===== config.mk =====
export PLATFORM = sky130hd
export DESIGN_NAME = spi_eeprom_writer
export DESIGN_NICKNAME = d
export VERILOG_FILES = /design/src/rtl/spi_ew_pkg.sv /design/src/rtl/spi_ew_rst_sync.sv /design/src/rtl/spi_ew_bounds.sv /design/src/rtl/spi_ew_cmdgen.sv /design/src/rtl/spi_ew_shifter.sv /design/src/rtl/spi_eeprom_writer.sv
export SDC_FILE = /design/constraint.sdc
export NUM_CORES = 1
export LEC_CHECK = 0
export ABC_AREA = 1
export BUFFER_PORTS_ARGS = -buffer_cell sky130_fd_sc_hd__buf_2
export CAP_MARGIN = 30
export CORE_MARGIN = 2
export CORE_UTILIZATION = 61
export CTS_CLUSTER_SIZE = 16
export DETAILED_ROUTE_END_ITERATION = 7
export MAX_ROUTING_LAYER = met4
export PLACE_DENSITY = 0.82
export SLEW_MARGIN = 30
export SYNTH_ARGS = -nofsm -noshare
export SYNTH_HDL_FRONTEND = slang
export SYNTH_HIERARCHICAL = 1
export SYNTH_SLANG_ARGS = --single-unit

===== constraint.sdc =====
create_clock -name clk -period 3.37 [get_ports clk]
set_clock_uncertainty 0.15 [all_clocks]
set_input_delay 0.337 -clock clk [delete_from_list [all_inputs] [get_ports clk]]
set_output_delay 0.337 -clock clk [all_outputs]
set_load 0.05 [all_outputs]

===== src/rtl/spi_ew_pkg.sv =====
package spi_ew_pkg;
  localparam logic [7:0] OP_RDSR  = 8'h05;
  localparam logic [7:0] OP_WREN  = 8'h06;
  localparam logic [7:0] OP_WRITE = 8'h02;
  localparam logic [7:0] OP_HIADR = 8'h08;

  typedef enum logic [3:0] {
    ST_IDLE,
    ST_GRANT,
    ST_POLL_OP,
    ST_POLL_RD,
    ST_WREN,
    ST_WROP,
    ST_ADDR,
    ST_DATA,
    ST_PULSE,
    ST_RELEASE
  } ew_state_t;
endpackage


===== src/rtl/spi_ew_rst_sync.sv =====
module spi_ew_rst_sync (
  input  logic clk,
  input  logic rst_n_in,
  output logic rst_n_out
);
  logic [1:0] sync_q;

  always_ff @(posedge clk or negedge rst_n_in) begin
    if (!rst_n_in) sync_q <= 2'b00;
    else           sync_q <= {sync_q[0], 1'b1};
  end

  assign rst_n_out = sync_q[1];
endmodule


===== src/rtl/spi_ew_bounds.sv =====
module spi_ew_bounds #(
  parameter int WORD_SIZE = 256,
  parameter int OFF_W     = 8,
  parameter int CNT_W     = 9
) (
  input  logic [OFF_W:0]   offset,
  input  logic [CNT_W-1:0] count,
  output logic             bad,
  output logic             upper_half
);
  localparam int XW = ((OFF_W + 2) > CNT_W) ? (OFF_W + 2) : CNT_W + 1;
  localparam logic [XW-1:0] WS_X  = XW'(WORD_SIZE);
  localparam logic [XW-1:0] HALF8 = XW'(128);

  logic [XW-1:0] off_x, cnt_x, room_x;

  always_comb begin
    off_x      = XW'(offset);
    cnt_x      = XW'(count);
    room_x     = WS_X - off_x;
    bad        = (off_x >= WS_X) || (cnt_x == '0) || (cnt_x > room_x);
    upper_half = (off_x >= HALF8);
  end
endmodule


===== src/rtl/spi_ew_cmdgen.sv =====
module spi_ew_cmdgen
  import spi_ew_pkg::*;
#(
  parameter int OFF_W      = 8,
  parameter int ADDR_BITS  = 8,
  parameter int PAGE_BYTES = 16
) (
  input  logic [OFF_W-1:0]     cur_word,
  input  logic                 fold_hi,
  output logic [ADDR_BITS-1:0] byte_addr,
  output logic [7:0]           wr_opcode,
  output logic                 page_end
);
  localparam int BW   = OFF_W + 1;
  localparam int PG_W = $clog2(PAGE_BYTES);

  logic [BW-1:0]   ba;
  logic [PG_W-1:0] next_low;

  assign ba = {cur_word, 1'b0};

  generate
    if (ADDR_BITS <= BW) begin : g_trunc
      assign byte_addr = ba[ADDR_BITS-1:0];
    end else begin : g_extend
      assign byte_addr = {{(ADDR_BITS-BW){1'b0}}, ba};
    end
  endgenerate

  always_comb begin
    next_low  = ba[PG_W-1:0] + PG_W'(2);
    page_end  = (next_low == '0);
    wr_opcode = OP_WRITE | (fold_hi ? OP_HIADR : 8'h00);
  end
endmodule


===== src/rtl/spi_ew_shifter.sv =====
module spi_ew_shifter #(
  parameter int CLK_DIV = 2
) (
  input  logic        clk,
  input  logic        rst_n,
  input  logic        start,
  input  logic [15:0] tx_word,
  input  logic [4:0]  nbits,
  input  logic        miso,
  output logic        busy,
  output logic        done,
  output logic        rx_bit,
  output logic        sck,
  output logic        mosi
);
  localparam int DV_W = $clog2(CLK_DIV + 1);

  logic            busy_q, busy_d, phase_q, phase_d, rx_q, rx_d, done_q, done_d;
  logic [DV_W-1:0] div_q, div_d;
  logic [4:0]      bit_q, bit_d, nb_q, nb_d;
  logic [15:0]     sreg_q, sreg_d;
  logic            tick, en;

  always_comb begin
    tick    = busy_q && (div_q == DV_W'(CLK_DIV - 1));
    en      = start || busy_q;
    busy_d  = busy_q;
    phase_d = phase_q;
    rx_d    = rx_q;
    div_d   = div_q;
    bit_d   = bit_q;
    nb_d    = nb_q;
    sreg_d  = sreg_q;
    done_d  = 1'b0;
    if (start && !busy_q) begin
      busy_d  = 1'b1;
      phase_d = 1'b0;
      div_d   = '0;
      bit_d   = '0;
      nb_d    = nbits;
      sreg_d  = tx_word << (5'd16 - nbits);
    end else if (busy_q) begin
      if (tick) begin
        div_d = '0;
        if (!phase_q) begin
          phase_d = 1'b1;
          rx_d    = miso;
        end else begin
          phase_d = 1'b0;
          sreg_d  = {sreg_q[14:0], 1'b0};
          if (bit_q == nb_q - 5'd1) begin
            busy_d = 1'b0;
            done_d = 1'b1;
          end else begin
            bit_d = bit_q + 5'd1;
          end
        end
      end else begin
        div_d = div_q + DV_W'(1);
      end
    end
  end

  always_ff @(posedge clk or negedge rst_n) begin
    if (!rst_n) begin
      busy_q  <= 1'b0;
      phase_q <= 1'b0;
      rx_q    <= 1'b0;
      done_q  <= 1'b0;
      div_q   <= '0;
      bit_q   <= '0;
      nb_q    <= '0;
      sreg_q  <= '0;
    end else begin
      done_q <= done_d;
      if (en) begin
        busy_q  <= busy_d;
        phase_q <= phase_d;
        rx_q    <= rx_d;
        div_q   <= div_d;
        bit_q   <= bit_d;
        nb_q    <= nb_d;
        sreg_q  <= sreg_d;
      end
    end
  end

  assign busy   = busy_q;
  assign done   = done_q;
  assign rx_bit = rx_q;
  assign sck    = phase_q;
  assign mosi   = busy_q & sreg_q[15];
endmodule


===== src/rtl/spi_eeprom_writer.sv =====
module spi_eeprom_writer
  import spi_ew_pkg::*;
#(
  parameter int WORD_SIZE   = 256,
  parameter int ADDR_BITS   = 8,
  parameter int PAGE_BYTES  = 16,
  parameter int CLK_DIV     = 2,
  parameter int GRANT_TRIES = 16,
  parameter int READY_TRIES = 6,
  parameter int OFF_W       = $clog2(WORD_SIZE),
  parameter int CNT_W       = $clog2(WORD_SIZE + 1)
) (
  input  logic             clk,
  input  logic             rst_n,
  input  logic             start_valid,
  output logic             start_ready,
  input  logic [OFF_W:0]   start_offset,
  input  logic [CNT_W-1:0] start_count,
  input  logic [15:0]      word_data,
  output logic             word_take,
  output logic             bus_req,
  input  logic             bus_gnt,
  output logic             spi_cs_n,
  output logic             spi_sck,
  output logic             spi_mosi,
  input  logic             spi_miso,
  output logic             done,
  output logic             error
);
  localparam int  TR_W = $clog2(GRANT_TRIES + 1);
  localparam int  PL_W = $clog2(READY_TRIES + 1);
  localparam int  DV_W = $clog2(CLK_DIV + 1);
  localparam bit  FOLD = (ADDR_BITS == 8);

  logic rst_n_s;
  ew_state_t state_q, state_d, ret_q, ret_d;
  logic             sent_q, sent_d, hi_q, hi_d, err_q, err_d;
  logic             cs_q, cs_d, req_q, req_d, done_q, done_d, error_q, error_d;
  logic [TR_W-1:0]  tries_q, tries_d;
  logic [PL_W-1:0]  polls_q, polls_d;
  logic [DV_W-1:0]  pcnt_q, pcnt_d;
  logic [OFF_W-1:0] cur_q, cur_d;
  logic [CNT_W-1:0] remain_q, remain_d;

  logic        sh_start, sh_busy, sh_done, sh_rx;
  logic [15:0] sh_tx;
  logic [4:0]  sh_nbits;
  logic        req_bad, req_hi, page_end, take;
  logic [ADDR_BITS-1:0] byte_addr;
  logic [7:0]  wr_op;

  spi_ew_rst_sync u_rst (.clk(clk), .rst_n_in(rst_n), .rst_n_out(rst_n_s));

  spi_ew_bounds #(.WORD_SIZE(WORD_SIZE), .OFF_W(OFF_W), .CNT_W(CNT_W)) u_bounds (
    .offset(start_offset), .count(start_count), .bad(req_bad), .upper_half(req_hi));

  spi_ew_cmdgen #(.OFF_W(OFF_W), .ADDR_BITS(ADDR_BITS), .PAGE_BYTES(PAGE_BYTES)) u_cmd (
    .cur_word(cur_q), .fold_hi(hi_q), .byte_addr(byte_addr), .wr_opcode(wr_op),
    .page_end(page_end));

  spi_ew_shifter #(.CLK_DIV(CLK_DIV)) u_shift (
    .clk(clk), .rst_n(rst_n_s), .start(sh_start), .tx_word(sh_tx), .nbits(sh_nbits),
    .miso(spi_miso), .busy(sh_busy), .done(sh_done), .rx_bit(sh_rx),
    .sck(spi_sck), .mosi(spi_mosi));

  always_comb begin
    state_d  = state_q;  ret_d    = ret_q;    sent_d  = sent_q;
    hi_d     = hi_q;     err_d    = err_q;    cs_d    = cs_q;
    req_d    = req_q;    tries_d  = tries_q;  polls_d = polls_q;
    pcnt_d   = pcnt_q;   cur_d    = cur_q;    remain_d = remain_q;
    done_d   = 1'b0;     error_d  = 1'b0;
    sh_start = 1'b0;     sh_tx    = '0;       sh_nbits = 5'd8;
    take     = 1'b0;
    case (state_q)
      ST_IDLE: if (start_valid) begin
        if (req_bad) begin
          err_d   = 1'b1;
          state_d = ST_RELEASE;
        end else begin
          cur_d    = start_offset[OFF_W-1:0];
          remain_d = start_count;
          hi_d     = FOLD && req_hi;
          req_d    = 1'b1;
          tries_d  = '0;
          state_d  = ST_GRANT;
        end
      end
      ST_GRANT: begin
        if (bus_gnt) begin
          cs_d    = 1'b0;
          polls_d = '0;
          state_d = ST_POLL_OP;
        end else if (tries_q == TR_W'(GRANT_TRIES - 1)) begin
          err_d   = 1'b1;
          state_d = ST_RELEASE;
        end else begin
          tries_d = tries_q + TR_W'(1);
        end
      end
      ST_POLL_OP, ST_POLL_RD, ST_WREN, ST_WROP, ST_ADDR, ST_DATA: begin
        case (state_q)
          ST_POLL_OP: sh_tx = 16'(OP_RDSR);
          ST_WREN:    sh_tx = 16'(OP_WREN);
          ST_WROP:    sh_tx = 16'(wr_op);
          ST_ADDR:    begin sh_tx = 16'(byte_addr); sh_nbits = 5'(ADDR_BITS); end
          ST_DATA:    begin sh_tx = {word_data[7:0], word_data[15:8]}; sh_nbits = 5'd16; end
          default:    sh_tx = '0;
        endcase
        if (!sent_q) begin
          sh_start = 1'b1;
          sent_d   = 1'b1;
          take     = (state_q == ST_DATA);
        end else if (sh_done) begin
          sent_d = 1'b0;
          case (state_q)
            ST_POLL_OP: state_d = ST_POLL_RD;
            ST_POLL_RD: begin
              if (!sh_rx) begin
                ret_d = ST_WREN; cs_d = 1'b1; pcnt_d = '0; state_d = ST_PULSE;
              end else if (polls_q == PL_W'(READY_TRIES - 1)) begin
                err_d = 1'b1; state_d = ST_RELEASE;
              end else begin
                polls_d = polls_q + PL_W'(1);
                ret_d = ST_POLL_OP; cs_d = 1'b1; pcnt_d = '0; state_d = ST_PULSE;
              end
            end
            ST_WREN: begin
              ret_d = ST_WROP; cs_d = 1'b1; pcnt_d = '0; state_d = ST_PULSE;
            end
            ST_WROP: state_d = ST_ADDR;
            ST_ADDR: state_d = ST_DATA;
            default: begin
              remain_d = remain_q - CNT_W'(1);
              cur_d    = cur_q + OFF_W'(1);
              if (remain_q == CNT_W'(1)) begin
                state_d = ST_RELEASE;
              end else if (page_end) begin
                polls_d = '0;
                ret_d = ST_POLL_OP; cs_d = 1'b1; pcnt_d = '0; state_d = ST_PULSE;
              end
            end
          endcase
        end
      end
      ST_PULSE: begin
        if (pcnt_q == DV_W'(CLK_DIV - 1)) begin
          cs_d    = 1'b0;
          state_d = ret_q;
        end else begin
          pcnt_d = pcnt_q + DV_W'(1);
        end
      end
      ST_RELEASE: begin
        cs_d    = 1'b1;
        req_d   = 1'b0;
        done_d  = 1'b1;
        error_d = err_q;
        err_d   = 1'b0;
        state_d = ST_IDLE;
      end
      default: state_d = ST_IDLE;
    endcase
  end

  always_ff @(posedge clk or negedge rst_n_s) begin
    if (!rst_n_s) begin
      state_q  <= ST_IDLE;  ret_q   <= ST_IDLE;  sent_q  <= 1'b0;
      hi_q     <= 1'b0;     err_q   <= 1'b0;     cs_q    <= 1'b1;
      req_q    <= 1'b0;     done_q  <= 1'b0;     error_q <= 1'b0;
      tries_q  <= '0;       polls_q <= '0;       pcnt_q  <= '0;
      cur_q    <= '0;       remain_q <= '0;
    end else begin
      state_q  <= state_d;  ret_q   <= ret_d;    sent_q  <= sent_d;
      hi_q     <= hi_d;     err_q   <= err_d;    cs_q    <= cs_d;
      req_q    <= req_d;    done_q  <= done_d;   error_q <= error_d;
      tries_q  <= tries_d;  polls_q <= polls_d;  pcnt_q  <= pcnt_d;
      cur_q    <= cur_d;    remain_q <= remain_d;
    end
  end

  assign start_ready = (state_q == ST_IDLE);
  assign word_take   = take;
  assign bus_req     = req_q;
  assign spi_cs_n    = cs_q;
  assign done        = done_q;
  assign error       = error_q;
endmodule


Word level (Yosys, flattened, before mapping) --
Cells that the tools add are included.
Operators by class: $add $sub $neg 11, $lt $le $gt $ge 3, eq/ne operators 44, shift-type cells 1, muxes and demuxes 115, bitwise gates (word level) 5, reductions and logical operators 40
Operator list (number):
- $mux W16 | 5
- $pmux W16 S5 | 1
- $mux W4 | 14
- $mux W5 | 11
- $mux W9 | 5
- $mux W1 | 43
- $mux W8 | 5
- $ne A2 B2 Y1 const B | 14
- $mux W3 | 7
- $mux W2 | 10
- $pmux W4 S5 | 1
- $pmux W9 S2 | 1
- $reduce_and A9 Y1 | 2
- $eq A4 B3 Y1 const B | 4
- $pmux W4 S4 | 1
- $pmux W8 S2 | 1
- $reduce_bool A2 Y1 | 8
- $shl A16 B5 Y16 | 1
- $ne A3 B3 Y1 const B | 5
- $reduce_and A5 Y1 | 3
- $ne A4 B4 Y1 const B | 3
- $pmux W3 S2 | 2
- $pmux W4 S3 | 1
- $reduce_and A6 Y1 | 2
- 49 further kinds | 69
Storage, ports and cells: register bits after elaboration 76, bits of input ports 39, output and inout bits 8, logic and storage cells 242

Logic depth before layout (Yosys ltp) --
depth in word-level cells 8, gate-level depth with buffers 22, gate-level depth less buffers 22

Modules after synthesis --
Netlist, hierarchy kept.
By module, submodules not included:
- spi_eeprom_writer | times used 1, cells an instance 433, area an instance 2826.5 um2, sequential area each 1027.2 um2
- spi_ew_shifter | times used 1, cells an instance 343, area an instance 2328.5 um2, sequential area each 800.8 um2
- spi_ew_bounds | times used 1, cells an instance 75, area an instance 444.2 um2, sequential area each 0.0 um2
- spi_ew_cmdgen | times used 1, cells an instance 21, area an instance 147.6 um2, sequential area each 0.0 um2
- spi_ew_rst_sync | times used 1, cells an instance 3, area an instance 53.8 um2, sequential area each 50.0 um2

Least setup slack after synthesis --
OpenSTA, ideal clock, no wires.
path kind input -> register, start input start_offset[0], end register cur_q[1], library setup time 65 ps, arrival time 2499 ps, required time 3155 ps, path slack 656 ps, cell stages on the path 20, buffers on the path 1, cells stage by stage inv_1 -> ha_1 -> nand3_2 -> nor2_2 -> nand2_2 -> nor3_2 -> ha_1 -> inv_1 -> ha_1 -> nand3_1 -> nor4_1 -> a21oi_1 -> nand2_1 -> nand2_1 -> nand2_1 -> nand2_2 -> nor3_4 -> buf_6 -> o211ai_1 -> nand2_1
On the way: cells in the longest elaborated chain, start to end 5, elaborated cells on any way between the ends 7, classes of those cells add/sub: 1; order compare: 2; eq/ne: 1; reduce/logical: 3
RTL lines:
- start, declared | line spi_eeprom_writer.sv:17 | input logic [OFF_W:0] start_offset,
- $sub A9 B9 Y10 or $ge A9 B9 Y1 (tied branches) | line spi_ew_bounds.sv:20, spi_ew_bounds.sv:21
- $gt A9 B10 Y1 or $logic_or A1 B1 Y1 (tied branches) | line spi_ew_bounds.sv:21 | bad = (off_x >= WS_X) || (cnt_x == '0) || (cnt_x > room_x);
- $logic_or A1 B1 Y1 (*) | line spi_ew_bounds.sv:21
- net req_bad | line spi_eeprom_writer.sv:48 | logic req_bad, req_hi, page_end, take;
- $ne A2 B2 Y1 (no line) (*)
- $reduce_and A6 Y1 (no line) (*)
- end signal, assigned | line spi_eeprom_writer.sv:177 | cur_q <= cur_d; remain_q <= remain_d;
- end, declared | line spi_eeprom_writer.sv:42 | logic [OFF_W-1:0] cur_q, cur_d;
Mark *: on every way through the listed nets, which the timed path passes. The rest lies on a longest branch. A chain may end at the register's enable or synchronous reset.

Worst setup path after layout --
start input start_offset[0], end register remain_q[1]
On the way: cells in the longest elaborated chain, start to end 5, elaborated cells on any way between the ends 7, classes of those cells add/sub: 1; order compare: 2; eq/ne: 1; reduce/logical: 3
RTL lines:
- $sub A9 B9 Y10 or $ge A9 B9 Y1 (tied branches) | line spi_ew_bounds.sv:20, spi_ew_bounds.sv:21
- $gt A9 B10 Y1 or $logic_or A1 B1 Y1 (tied branches) | line spi_ew_bounds.sv:21
- $logic_or A1 B1 Y1 (*) | line spi_ew_bounds.sv:21
- net req_bad | line spi_eeprom_writer.sv:48
- $ne A2 B2 Y1 (no line) (*)
- $reduce_and A6 Y1 (no line) (*)
- end signal, assigned | line spi_eeprom_writer.sv:177
- end, declared | line spi_eeprom_writer.sv:43 | logic [CNT_W-1:0] remain_q, remain_d;
Marks and branches as above.

==> qor.yml <==
pwr:
  p_seq_share_pct: 33.3
  p_leak_nw: 3.25
  p_switching_mw: 2.03
  p_int_mw: 2.50
  p_per_area_mw_per_mm2: 733
  combPwrFrac_pct: 46.3
  clock_power_share_pct: 20.5
  swShare_pct: 44.8
  ir_drop_v: 0.000370
placement:
  dpl_cell_area_sq_mm: 0.00590
  hpwl_mm: 10.5
  finalWeightedCongestion: 0.985
  io_buffers: 46
  place_inst: 998
routing:
  drc: 0
  wire_per_inst_microns: 13.8
  ant_nets: 0
  vias: 5591
  drt-initial-drc-count: 325
  vias_per_cell: 5.51
  drt_wl_total_mm: 14.0
  first_pass_iters: 5
clocking:
  insertion_delay_ns: 0.36
  numCtsBuffers: 9
  cts_htree_levels: 3
  cts_root_buffer: "clkbuf_8"
  cts_max_path_buffers: 2
  clk_pin_slew_ns: 0.09
  cts_resized: 0
  cts_tree: "done"
  cts_sinks: 74
finish:
  final_nets: 961
  seq_area_sq_mm: 0.00185
  fill_cells: 836
  areaGrowthSynthToFinish_pct: 7.70
  multi_input_area_sq_mm: 0.00324
  fin_cells: 1015
  fin_util_pct: 67.1
  finish.instance_area_sq_mm: 0.00617
  diodes: 0
  drive_gt1_share_pct: 11.8
sta:
  relSlewSlack_pct: 48.8
  hold_viol: 0
  fmax_mhz: 342
  period_minus_slack_ns: 2.92
  period_share_pct: 86.7
  slew_violations: 0
  rsz0062_at_grt: "no"
  setup_viol: 0
  worst_pin_slew_ns: 0.768
  setup_tns_ns: 0
worst_setup_path:
  required_ns: 3.49
  cp_data_arrival_time_ns: 3.04
  critPathCaptureType: "flop"
  critPathMaxFanout: 17
  cp-start-kind: "primary input"
  worstSetupPathType: "primary input to flop"
global_routing:
  busiest_layer: "met2"
  grt_pass1_wl_mm: 24.8
  met1_usage_pct: 40.7
  grt_util_met3_pct: 4.23
  met2_usage_pct: 49.0
  grt_usage_pct: 31.0
  grt_pass1_vias: 5503
  antenna_found_initial: 0
  grt_max_degree: 73
  overflow: 0
die:
  initial_core_util_pct: 62.3
  die_width_microns: 101
  core_sq_mm: 0.00920
  die_h_microns: 101
  row_count: 35
  io_pins: 47
  dieArea_sq_mm: 0.0102
yosys:
  syn_area_per_cell_sq_um: 6.64
  syn_area_sq_mm: 0.00573
  synthCells: 864
  yosysWarningCount: 6
outcome:
  status: "completed"
min_path:
  hold_path.class: "primary input to flop"
run:
  drv_cap: 0
==> per-stage QoR <==
| stage | setup WS [ns] | hold slack, ns | power, mW |
|---|---|---|---|
| after floorplan | 0.657 | -0.109 | 3.19 |
| after global placement | 0.311 | -0.0292 | 3.49 |
| after detailed placement | 0.106 | -0.0255 | 3.58 |
| after CTS | 0.485 | 0.0558 | 4.51 |
| after global routing | 0.200 | 0.0606 | 4.94 |
| final | 0.449 | 0.0592 | 4.53 |
==> layout make-up <==
class / instances / share of cell area (%)
flip-flops and latches: 74 / 30.0
clock inverters: 6 / 2.11
multi-input cells: 659 / 52.5
well taps: 111 / 2.25
inverters: 104 / 6.36
repair buffers: 51 / 4.64
clock buffers: 10 / 2.07
==> power by group through the flow <==
| stage | combinational (mW) | clock (mW) | sequential (mW) |
|---|---|---|---|
| finish | 2.09 | 0.927 | 1.51 |
| global route | 2.41 | 0.979 | 1.55 |
| CTS | 2.08 | 0.931 | 1.50 |
| detailed placement | 2.07 | 0 | 1.52 |
| global placement | 1.99 | 0 | 1.50 |
| floorplan | 1.67 | 0 | 1.52 |
==> state kept, by name, indices dropped and copies added (netlist names) <==
name	flops
u_shift/done	1
done	1
sent_q	1
bus_req	1
tries_q	5
u_rst/sync_q	2
u_shift/sreg_q	16
pcnt_q	2
polls_q	3
u_shift/busy	1
spi_cs_n	1
err_q	1
state_q	4
u_shift/sck	1
cur_q	7
error	1
hi_q	1
u_shift/nb_q	5
u_shift/bit_q	5
u_shift/rx_bit	1
remain_q	9
ret_q	3
u_shift/div_q	2
==> per-layer routing <==
metal,vias to the layer above,wire length [microns]
li1,2801,-
met1,2582,6500
met2,179,6490
met3,29,726
met4,0,276
met5,-,0
==> path summary, 6_finish.rpt <==
kind                                      startpoint                        endpoint  cells past startpoint  slack [ns]
max                                  start_offset[0]         remain_q[1]$_DFFE_PN0P_                     21        0.45
min                                         spi_miso      u_shift/rx_bit$_DFFE_PN0P_                      2        0.06
max reg2reg                   state_q[3]$_DFFE_PN0P_  u_shift/sreg_q[15]$_DFFE_PN0P_                     14        0.73
min reg2reg                u_rst/sync_q[0]$_DFF_PN0_       u_rst/sync_q[1]$_DFF_PN0_                      0        0.21
max in group asynchronous  u_rst/sync_q[1]$_DFF_PN0_          polls_q[1]$_DFFE_PN0P_                      1        2.39
min in group asynchronous                      rst_n       u_rst/sync_q[0]$_DFF_PN0_                      2        0.14
==> critical path, stage by stage <==
cell and delay [ns]:
buf_2 0.12, inv_1 0.08, ha_1 0.21, nand3_2 0.11, nor2_2 0.10, nand2_2 0.07, nor3_2 0.14, ha_1 0.16
inv_1 0.05, ha_1 0.30, nand3_1 0.08, nor4_1 0.22, a21oi_1 0.08, nand2_1 0.08, nand2_1 0.08, nand2_1 0.11
nand2_2 0.09, nor3_4 0.30, buf_12 0.19, nand2_1 0.05, o21ai_0 0.08
==> layout by cell type, fill, tap and decap left out, types with 2 or more instances in the layout <==
cell type  instances
xnor2_1            9
nand3_2            2
or2_2              6
xor2_1            13
clkinv_2           2
o21ai_1            5
nor2_4             3
nor2_2             7
bufinv_16          4
inv_1             94
o22ai_1            2
nor2_1            74
o21ai_0           53
nor4_1             2
o211ai_1           2
nor3_1             5
nand2_1          276
dfrtp_1           72
buf_2             46
a21oi_1           22
clkbuf_8           9
mux2_2             2
ha_1              23
inv_2              9
conb_1            16
nand2_2            6
buf_4              2
nand3_1          102
nand4_1           18
o31ai_1            4
==> timing repair <==
action / CTS / global route
endpoints found under the hold margin: 2 / 0
buffers inserted: 0 / 0
hold buffers: 1 / 0
No activity file was read; power rests on OpenSTA's default activity.
